### src/rtl/ped_xing_pkg.sv
package ped_xing_pkg;

    typedef enum logic [2:0] {
        ST_IDLE,
        ST_AMBER,
        ST_CLEAR_IN,
        ST_WALK,
        ST_WARN,
        ST_CLEAR_OUT
    } xing_state_e;

    typedef struct packed {
        logic       veh_grn;
        logic       veh_amb;
        logic       veh_red;
        logic       ped_grn;
        logic       ped_red;
        logic [3:0] dig_hi;
        logic [3:0] dig_lo;
    } xing_out_t;

    localparam logic [3:0] DIGIT_BLANK = 4'b1111;

endpackage

### src/rtl/xing_countdown.sv
module xing_countdown #(
    parameter int LOAD = 25,
    localparam int W = $clog2(LOAD + 1)
) (
    input  logic         clk,
    input  logic         rst,
    input  logic         hold,
    input  logic         en,
    output logic [W-1:0] cnt_q,
    output logic [W-1:0] cnt_d
);
    localparam logic [W-1:0] LOAD_V = W'(LOAD);

    always_comb begin
        cnt_d = cnt_q;
        if (hold)
            cnt_d = LOAD_V;
        else if (en)
            cnt_d = (cnt_q == '0) ? LOAD_V : cnt_q - 1'b1;
    end

    always_ff @(posedge clk) begin
        if (rst) cnt_q <= LOAD_V;
        else     cnt_q <= cnt_d;
    end

    AST_CNT_BOUND: assert property (@(posedge clk) disable iff (rst)
        cnt_q <= LOAD_V);

endmodule

### src/rtl/xing_bin2bcd.sv
module xing_bin2bcd #(
    parameter int W = 5
) (
    input  logic [W-1:0] bin,
    output logic [3:0]   tens,
    output logic [3:0]   ones
);
    logic [W+7:0] sh;

    always_comb begin
        sh = {8'b0, bin};
        for (int i = 0; i < W; i++) begin
            if (sh[W+3 -: 4] >= 4'd5) sh[W+3 -: 4] = sh[W+3 -: 4] + 4'd3;
            if (sh[W+7 -: 4] >= 4'd5) sh[W+7 -: 4] = sh[W+7 -: 4] + 4'd3;
            sh = sh << 1;
        end
        ones = sh[W+3 -: 4];
        tens = sh[W+7 -: 4];
    end

endmodule

### src/rtl/ped_xing_ctrl.sv
module ped_xing_ctrl
    import ped_xing_pkg::*;
#(
    parameter int AMBER_S     = 3,
    parameter int CLEAR_IN_S  = 1,
    parameter int WALK_S      = 15,
    parameter int WARN_S      = 5,
    parameter int CLEAR_OUT_S = 1
) (
    input  logic       clk,
    input  logic       rst,
    input  logic       req_btn,
    input  logic       sec_tick,
    input  logic       blink_tick,
    output logic       veh_grn,
    output logic       veh_amb,
    output logic       veh_red,
    output logic       ped_grn,
    output logic       ped_red,
    output logic [3:0] dig_hi,
    output logic [3:0] dig_lo
);
    localparam int SEQ_LOAD = AMBER_S + CLEAR_IN_S + WALK_S + WARN_S + CLEAR_OUT_S;
    localparam int SEQ_W    = $clog2(SEQ_LOAD + 1);
    localparam int XING_W   = $clog2(WALK_S + 1);
    // Remaining-time value at which the last tick of each phase is seen
    localparam logic [SEQ_W-1:0] TH_AMBER     = SEQ_W'(SEQ_LOAD - AMBER_S + 1);
    localparam logic [SEQ_W-1:0] TH_CLEAR_IN  = SEQ_W'(SEQ_LOAD - AMBER_S - CLEAR_IN_S + 1);
    localparam logic [SEQ_W-1:0] TH_WALK      = SEQ_W'(WARN_S + CLEAR_OUT_S + 1);
    localparam logic [SEQ_W-1:0] TH_WARN      = SEQ_W'(CLEAR_OUT_S + 1);
    localparam logic [SEQ_W-1:0] TH_CLEAR_OUT = SEQ_W'(1);

    typedef struct packed {
        xing_state_e st;
        logic        pend;
        logic        blink;
    } ctl_t;

    ctl_t             ctl_d, ctl_q;
    xing_out_t        out_d, out_q;
    logic [SEQ_W-1:0] seq_q, seq_d;
    logic [XING_W-1:0] xing_q, xing_d;
    logic [3:0]       bcd_tens, bcd_ones;
    logic             in_cross_q;

    assign in_cross_q = (ctl_q.st == ST_WALK) || (ctl_q.st == ST_WARN);

    xing_countdown #(.LOAD(SEQ_LOAD)) u_seq_cnt (
        .clk   (clk),
        .rst   (rst),
        .hold  (ctl_q.st == ST_IDLE),
        .en    (sec_tick),
        .cnt_q (seq_q),
        .cnt_d (seq_d)
    );

    xing_countdown #(.LOAD(WALK_S)) u_xing_cnt (
        .clk   (clk),
        .rst   (rst),
        .hold  (!in_cross_q),
        .en    (sec_tick && (ctl_q.st == ST_WALK)),
        .cnt_q (xing_q),
        .cnt_d (xing_d)
    );

    xing_bin2bcd #(.W(XING_W)) u_bcd (
        .bin  (xing_d),
        .tens (bcd_tens),
        .ones (bcd_ones)
    );

    // Next-state decoder
    always_comb begin
        ctl_d = ctl_q;
        if (blink_tick) ctl_d.blink = ~ctl_q.blink;
        if (req_btn)    ctl_d.pend  = 1'b1;
        unique case (ctl_q.st)
            ST_IDLE:
                if (ctl_q.pend || req_btn) begin
                    ctl_d.st   = ST_AMBER;
                    ctl_d.pend = 1'b0;
                end
            ST_AMBER:     if (sec_tick && seq_q == TH_AMBER)     ctl_d.st = ST_CLEAR_IN;
            ST_CLEAR_IN:  if (sec_tick && seq_q == TH_CLEAR_IN)  ctl_d.st = ST_WALK;
            ST_WALK:      if (sec_tick && seq_q == TH_WALK)      ctl_d.st = ST_WARN;
            ST_WARN:      if (sec_tick && seq_q == TH_WARN)      ctl_d.st = ST_CLEAR_OUT;
            ST_CLEAR_OUT: if (sec_tick && seq_q == TH_CLEAR_OUT) ctl_d.st = ST_IDLE;
            default:      ctl_d.st = ST_IDLE;
        endcase
    end

    // Output decoder, from the next state so outputs line up with ctl_q
    always_comb begin
        logic show;
        show          = (ctl_d.st == ST_WALK) || (ctl_d.st == ST_WARN && !ctl_d.blink);
        out_d.veh_grn = (ctl_d.st == ST_IDLE);
        out_d.veh_amb = (ctl_d.st == ST_AMBER);
        out_d.veh_red = !(ctl_d.st == ST_IDLE || ctl_d.st == ST_AMBER);
        out_d.ped_grn = show;
        out_d.ped_red = !(ctl_d.st == ST_WALK || ctl_d.st == ST_WARN);
        out_d.dig_hi  = show ? bcd_tens : DIGIT_BLANK;
        out_d.dig_lo  = show ? bcd_ones : DIGIT_BLANK;
    end

    // Registered state and output stage
    always_ff @(posedge clk) begin
        if (rst) begin
            ctl_q <= '{st: ST_IDLE, pend: 1'b0, blink: 1'b0};
            out_q <= '{veh_grn: 1'b1, veh_amb: 1'b0, veh_red: 1'b0,
                       ped_grn: 1'b0, ped_red: 1'b1,
                       dig_hi: DIGIT_BLANK, dig_lo: DIGIT_BLANK};
        end else begin
            ctl_q <= ctl_d;
            out_q <= out_d;
        end
    end

    assign veh_grn = out_q.veh_grn;
    assign veh_amb = out_q.veh_amb;
    assign veh_red = out_q.veh_red;
    assign ped_grn = out_q.ped_grn;
    assign ped_red = out_q.ped_red;
    assign dig_hi  = out_q.dig_hi;
    assign dig_lo  = out_q.dig_lo;

    AST_ONE_VEH_LAMP: assert property (@(posedge clk) disable iff (rst)
        $countones({veh_grn, veh_amb, veh_red}) == 1);
    AST_PED_LAMPS_EXCL: assert property (@(posedge clk) disable iff (rst)
        !(ped_grn && ped_red));
    AST_PED_GRN_VEH_RED: assert property (@(posedge clk) disable iff (rst)
        ped_grn |-> veh_red);
    AST_BLANK_OUTSIDE_CROSS: assert property (@(posedge clk) disable iff (rst)
        !in_cross_q |-> (dig_hi == DIGIT_BLANK && dig_lo == DIGIT_BLANK));
    AST_WARN_DARK_HALF: assert property (@(posedge clk) disable iff (rst)
        (ctl_q.st == ST_WARN && ctl_q.blink) |-> (!ped_grn && !ped_red && dig_lo == DIGIT_BLANK));
    AST_AMBER_AFTER_GREEN: assert property (@(posedge clk) disable iff (rst)
        $rose(veh_amb) |-> $past(veh_grn));
    AST_IDLE_SEQ_HELD: assert property (@(posedge clk) disable iff (rst)
        (ctl_q.st == ST_IDLE && $past(ctl_q.st) == ST_IDLE) |-> seq_q == SEQ_W'(SEQ_LOAD));

endmodule

### config.mk
export PLATFORM = sky130hd
export DESIGN_NAME = ped_xing_ctrl
export DESIGN_NICKNAME = d
export VERILOG_FILES = /design/src/rtl/ped_xing_pkg.sv /design/src/rtl/xing_countdown.sv /design/src/rtl/xing_bin2bcd.sv /design/src/rtl/ped_xing_ctrl.sv
export SDC_FILE = /design/constraint.sdc
export NUM_CORES = 1
export LEC_CHECK = 0
export BUFFER_PORTS_ARGS = -buffer_cell sky130_fd_sc_hd__buf_4
export CORE_MARGIN = 2
export CORE_UTILIZATION = 56
export DETAILED_ROUTE_END_ITERATION = 10
export HOLD_SLACK_MARGIN = 0.15
export PLACE_DENSITY = 0.85
export REMOVE_ABC_BUFFERS = 1
export SYNTH_ARGS = -nofsm -noshare
export SYNTH_HDL_FRONTEND = slang
export SYNTH_SLANG_ARGS = --single-unit
### constraint.sdc
create_clock -name clk -period 3.1 [get_ports clk]
set_input_delay 0.31 -clock clk [delete_from_list [all_inputs] [get_ports clk]]
set_output_delay 0.31 -clock clk [all_outputs]
set_load 0.02 [all_outputs]
# Word-level counts from Yosys, hierarchy flattened

Cells that the tools add are included.

Reductions and logical operators: 21
Magnitude comparators: 5
Eq/ne operators: 13
$add $sub $neg: 7
Bitwise operators: 2
Muxes and demuxes: 19

Operators with widths:

| operator                                            | count |
|---|---|
| two-way mux 3 bit                                   | 8 |
| two-way mux 4 bit                                   | 6 |
| case mux 3 bit (6 select lines)                     | 1 |
| >= comparator 4 x 3 -> 1 bit, second input constant | 3 |
| == test 5 bit, second input constant                | 2 |
| == test 3 x 2 -> 1 bit, second input constant       | 3 |
| == test 3 bit, second input constant                | 3 |
| adder 4 x 2 -> 4 bit, second input constant         | 2 |
| logical AND 1 bit                                   | 7 |
| == test 3 x 1 -> 1 bit, second input constant       | 2 |
| zero test 3 bit                                     | 2 |
| == test 5 x 1 -> 1 bit, second input constant       | 1 |
| == test 5 x 2 -> 1 bit, second input constant       | 1 |
| == test 5 x 3 -> 1 bit, second input constant       | 1 |
| zero test 5 bit                                     | 1 |
| logical OR 1 bit                                    | 5 |
| two-way mux 5 bit                                   | 1 |
| subtractor 5 x 1 -> 5 bit, second input constant    | 1 |
| zero test 4 bit                                     | 1 |
| OR reduction 2 bit                                  | 2 |
| subtractor 4 x 1 -> 4 bit, second input constant    | 1 |
| adder 1 x 2 -> 3 bit, both inputs constant          | 1 |
| adder 1 x 2 -> 3 bit, second input constant         | 1 |
| adder 3 x 2 -> 3 bit, second input constant         | 1 |
| 5 further kinds                                     | 10 |

Logic and storage cells: 79
Input port bits: 5
Output and inout port bits: 13
Bits in registers: 27

# Depth between registers and ports, before layout

Depth in word-level cells: 10
Mapped depth: 12
Gate-level depth less buffers: 12

# Hierarchy

A second synthesis with hierarchy kept.

Cell total of the unflattened synthesis: 151
Area, all modules: 1406.3 µm²

Modules (own cells, without submodules):

| module                       | cells each | area an instance (µm²) | times used |
|---|---|---|---|
| ped_xing_ctrl                | 76         | 770.7                  | 1 |
| xing_countdown at u_seq_cnt  | 32         | 286.5                  | 1 |
| xing_countdown at u_xing_cnt | 25         | 217.7                  | 1 |
| xing_bin2bcd                 | 18         | 131.4                  | 1 |

# Worst setup path after synthesis

OpenSTA, ideal clock, no wires.

Kind: register to register
From: register u_xing_cnt.cnt_q[0]
To: register out_q (netlist bit dig_lo[2])
Stages on the path, launching flop included: 13
Arrival: 2.160 ns
Slack: 0.800 ns
Cells stage by stage: dfxtp_1 -> inv_1 -> ha_1 -> nor2b_1 -> o21ai_0 -> o211ai_1 -> inv_1 -> ha_1 -> nand2_1 -> a41oi_1 -> a2111oi_4 -> mux2i_1 -> o211ai_1

Longest elaborated chain between the ends: 10

Ends and longest elaborated chain:

| what                                                                        | line                 | source |
|---|---|---|
| start, declared                                                             | xing_countdown.sv:9  | `output logic [W-1:0] cnt_q,` |
| start signal, assigned                                                      | xing_countdown.sv:24 | `else cnt_q <= cnt_d;` |
| subtractor 4 x 1 -> 4 bit / zero test 4 bit (equally long branches)         | xing_countdown.sv:19 | `cnt_d = (cnt_q == '0) ? LOAD_V : cnt_q - 1'b1;` |
| two-way mux 4 bit (*)                                                       | xing_countdown.sv:19 |  |
| two-way mux 4 bit (*)                                                       | xing_countdown.sv:18 | `else if (en)` |
| two-way mux 4 bit (*)                                                       | xing_countdown.sv:16 | `if (hold)` |
| >= comparator 1 x 3 -> 1 bit / adder 1 x 2 -> 3 bit (equally long branches) | xing_bin2bcd.sv:13   | `if (sh[W+3 -: 4] >= 4'd5) sh[W+3 -: 4] = sh[W+3 -: 4] + 4'd3;` |
| two-way mux 3 bit                                                           | xing_bin2bcd.sv:13   |  |
| >= comparator 4 x 3 -> 1 bit / adder 4 x 2 -> 4 bit (equally long branches) | xing_bin2bcd.sv:13   |  |
| two-way mux 4 bit                                                           | xing_bin2bcd.sv:13   |  |
| adder 4 x 2 -> 4 bit / >= comparator 4 x 3 -> 1 bit (equally long branches) | xing_bin2bcd.sv:13   |  |
| two-way mux 4 bit (*)                                                       | xing_bin2bcd.sv:13   |  |
| end signal, assigned                                                        | ped_xing_ctrl.sv:109 | `out_q <= '{veh_grn: 1'b1, veh_amb: 1'b0, veh_red: 1'b0,` |
| end signal, assigned                                                        | ped_xing_ctrl.sv:114 | `out_q <= out_d;` |
| end, declared                                                               | ped_xing_ctrl.sv:40  | `xing_out_t out_d, out_q;` |

Every way passes the cells marked *; elsewhere a longest branch is shown, timed or not.
A chain may end at the register's enable or synchronous reset.

# Final worst setup path

From: register ctl_q[2] in the netlist's numbering
To: register out_q (netlist bit dig_lo[2])

Longest elaborated chain between the ends: 10

Ends and longest elaborated chain:

| what                                                                        | line                                                          | source |
|---|---|---|
| start, declared                                                             | ped_xing_ctrl.sv:39                                           | `ctl_t ctl_d, ctl_q;` |
| start signal, assigned                                                      | ped_xing_ctrl.sv:108                                          | `ctl_q <= '{st: ST_IDLE, pend: 1'b0, blink: 1'b0};` |
| start signal, assigned                                                      | ped_xing_ctrl.sv:113                                          | `ctl_q <= ctl_d;` |
| == test 3 x 2 -> 1 bit                                                      | ped_xing_ctrl.sv:46, ped_xing_ctrl.sv:61, ped_xing_ctrl.sv:77 |  |
| logical AND 1 bit                                                           | ped_xing_ctrl.sv:61                                           | `.en (sec_tick && (ctl_q.st == ST_WALK)),` |
| two-way mux 4 bit                                                           | xing_countdown.sv:18                                          |  |
| two-way mux 4 bit                                                           | xing_countdown.sv:16                                          |  |
| >= comparator 1 x 3 -> 1 bit / adder 1 x 2 -> 3 bit (equally long branches) | xing_bin2bcd.sv:13                                            |  |
| two-way mux 3 bit                                                           | xing_bin2bcd.sv:13                                            |  |
| >= comparator 4 x 3 -> 1 bit / adder 4 x 2 -> 4 bit (equally long branches) | xing_bin2bcd.sv:13                                            |  |
| two-way mux 4 bit                                                           | xing_bin2bcd.sv:13                                            |  |
| adder 4 x 2 -> 4 bit / >= comparator 4 x 3 -> 1 bit (equally long branches) | xing_bin2bcd.sv:13                                            |  |
| two-way mux 4 bit                                                           | xing_bin2bcd.sv:13                                            |  |

Parallel ways exist; a longest one is shown, timed or not.

==> results.sh <==
export IMPL_viasPerCell=5.95
export IMPL_place_inst=192
export IMPL_grt_max_degree=15
export IMPL_n_fill_cell=188
export IMPL_ys_warn_count=0
export IMPL_slew_headroom_pct=65.1
export IMPL_yosysTopAreaCellShare_pct=35.8
export IMPL_setup_violations=0
export IMPL_clk_path_buf_depth=2
export IMPL_rr_startpoint="ctl_q[2]$_SDFF_PP0_"
export IMPL_numPortBuffers=17
export IMPL_synth_top_area_cell="dfxtp_1"
export IMPL_finalCriticalPeriod_ns=2.66
export IMPL_syn_inst=152
export IMPL_dr_first_iter_drc_count=42
export IMPL_yosysSeqAreaShare_pct=35.8
export IMPL_whs_path_depth=2
export IMPL_rows=18
export IMPL_num_io_pins=18
export IMPL_fp_dieArea_um2=2910
export IMPL_clk_latency_ns=0.31
export IMPL_ys_seq_elements=25
export IMPL_hold_viol=0
export IMPL_synth_flop_cell="dfxtp_1"
export IMPL_peakVddDrop_uv=291
export IMPL_ys_types=49
export IMPL_post_drt_wl_per_cell_um=14.2
export IMPL_grt_overflow_total=0
export IMPL_crit_type="register to register"
export IMPL_max_cap_viol_count=0
export IMPL_layout_commonest_cell="dfxtp_1"
export IMPL_cts_reportedPaths_clkPinSlew_ns=0.13
export IMPL_critPathRequiredTime_ns=3.30
export IMPL_cts_sinks=25
export IMPL_grt_use_total_pct=21.5
export IMPL_hp_start="rst"
export IMPL_grt_pass1_vias=1017
export IMPL_drive_above_1_share_pct=16.3
export IMPL_pre_cts_slack_ns=0.489
export IMPL_hpwl_um=2110
export IMPL_hold_end="ped_grn$_SDFF_PP0_"
export IMPL_whs_ns=0.223
export IMPL_grt_pass1_wl_um=4540
export IMPL_firstDrtPassIters=4
export IMPL_drt_drc_violations_left=0
export IMPL_layout_common_cells="25 x dfxtp_1, 18 x buf_4, 14 x nor2_1, 10 x ha_1"
export IMPL_cts_resized=0
export IMPL_cts_made_buffers=3
export IMPL_rsz0062_at_grt="no"
export IMPL_synth_area_per_cell_um2=9.19
export IMPL_die_x_um=54.0
export IMPL_crit_path_end_kind="register"
export IMPL_route_vias_total=1167
export IMPL_cts_tree="yes"
export IMPL_area_growth_pct=10.4
export IMPL_antenna_cells=0
export IMPL_netlist_area_um2=1400
export IMPL_start_util_pct=58.0
export IMPL_skew_ns=0.00289
export IMPL_power_w=0.000522
export IMPL_fmax_mhz=376
export IMPL_final_cells=196
export IMPL_cts_root_buf="clkbuf_4"
export IMPL_pwr_density_cell_nw_per_um2=338
export IMPL_ys_async_sr_fraction_pct=0
export IMPL_period_share_pct=85.9
export IMPL_worstPathMaxFanout=14
export IMPL_ctsHoldBuffers=0
export IMPL_fin_setup_tns_ns=0
export IMPL_core_um2=2410
export IMPL_finalNetCount=182
export IMPL_ant_nets=0
export IMPL_worstPathArrival_ns=2.86
export IMPL_die_h_um=54.0
export IMPL_tightestPinTransition_ns=0.518
export IMPL_ys_top_cells_by_area="dfxtp_1 36%, ha_1 9.0%, nor2_1 3.8%"
export IMPL_start_kind="register"
export IMPL_synth_enable_flop_cells=0
export IMPL_outcome="finished, final reports clean"
export IMPL_r2r_cells=10
export IMPL_setup_slack_ns=0.437
export IMPL_p_leak_nw=0.629
export IMPL_drt_total_wl_um=2780
export IMPL_maxSlewViolCount=0
export IMPL_r2r_end="dig_lo[2]$_SDFF_PP1_"
export IMPL_antenna_found_initial=0
export IMPL_place_congestion=0.908
export IMPL_cts_setup_buffers=0
export IMPL_r2r_slack_ns=0.44
export IMPL_hold_path_class="input port to register"
export IMPL_htreeDepth=1
[report_power, final]
part	internal [W]	switching, W	total [W]
Combinational	0.0000180	0.0000242	0.0000423
Sequential	0.000328	0.00000678	0.000334
Clock	0.0000503	0.0000946	0.000145
Total	0.000396	0.000126	0.000522
[sequential cells by signal, indices dropped and copies added (netlist names)]
signal            count
ctl_q                 5
dig_hi                2
dig_lo                4
ped_grn               1
ped_red               1
u_seq_cnt.cnt_q       5
u_xing_cnt.cnt_q      4
veh_amb               1
veh_grn               1
veh_red               1
[per-stage QoR]
stage / utilization [%] / instance area (um^2)
after global placement: 62.9 / 1520
after detailed placement: 62.9 / 1520
after CTS: 64.0 / 1540
after floorplan: - / 1340
final: 64.0 / 1540
after global routing: 64.0 / 1540
[area by class of cell]
cell class | instances | area (um^2) | area share, %
sequential | 25 | 500 | 32.4
tap | 30 | 37.5 | 2.43
multi-input combinational | 110 | 810 | 52.5
timing repair buffer | 18 | 135 | 8.76
clock buffer | 4 | 26.3 | 1.70
inverter | 9 | 33.8 | 2.19
[logic make-up (layout without fill, tap and decap cells)]
kind of cell	after synthesis	in the layout	share of synthesized area, %
buffers and inverters	17	31	6.27
AOI/OAI and AO/OA	40	40	21.7
DFF	25	25	35.8
adders and majority gates	10	10	8.95
and+or+nand+nor	53	53	22.8
xor gates and xnor gates	6	6	3.76
muxes	1	1	0.716
[synth_stat cells, drive strengths merged (3+ instances only)]
cell / number
buf: 6
nand2: 9
xnor2: 4
inv: 9
a211o: 3
ha: 10
dfxtp: 25
nand4b: 3
o21ai: 8
nor3: 4
a211oi: 3
a21oi: 4
nand3: 4
nor2: 14
a21o: 3
o211ai: 4
[worst max-delay path: stages (launching register included)]
cell and delay [ns]:
dfxtp_1 0.59, and4b_1 0.32, o21ai_0 0.13, o211ai_1 0.22
inv_1 0.11, ha_1 0.28, nand2_1 0.09, a41oi_1 0.07
a2111oi_4 0.41, mux2i_1 0.22, o211ai_1 0.10
[layer usage]
metal  up-vias  GRT usage (%)  share of wire (%)
met5         -              0                  0
met4         0           8.97                1.9
met3         6           3.89                5.6
met2        46           35.4                 48
met1       536           27.4                 45
li1        579              -                  -
[worst max-delay path by stage]
stage                                         from                    to  cells past startpoint
floorplan                      ctl_q[2]$_SDFF_PP0_  dig_lo[2]$_SDFF_PP1_                     10
global placement    u_xing_cnt.cnt_q[0]$_SDFF_PP1_  dig_lo[2]$_SDFF_PP1_                     11
detailed placement             ctl_q[2]$_SDFF_PP0_  dig_lo[2]$_SDFF_PP1_                     10
CTS                            ctl_q[2]$_SDFF_PP0_  dig_lo[2]$_SDFF_PP1_                     10
global route                   ctl_q[2]$_SDFF_PP0_  dig_lo[2]$_SDFF_PP1_                     10
finish                         ctl_q[2]$_SDFF_PP0_  dig_lo[2]$_SDFF_PP1_                     10
(Power assumes the default switching activity.)
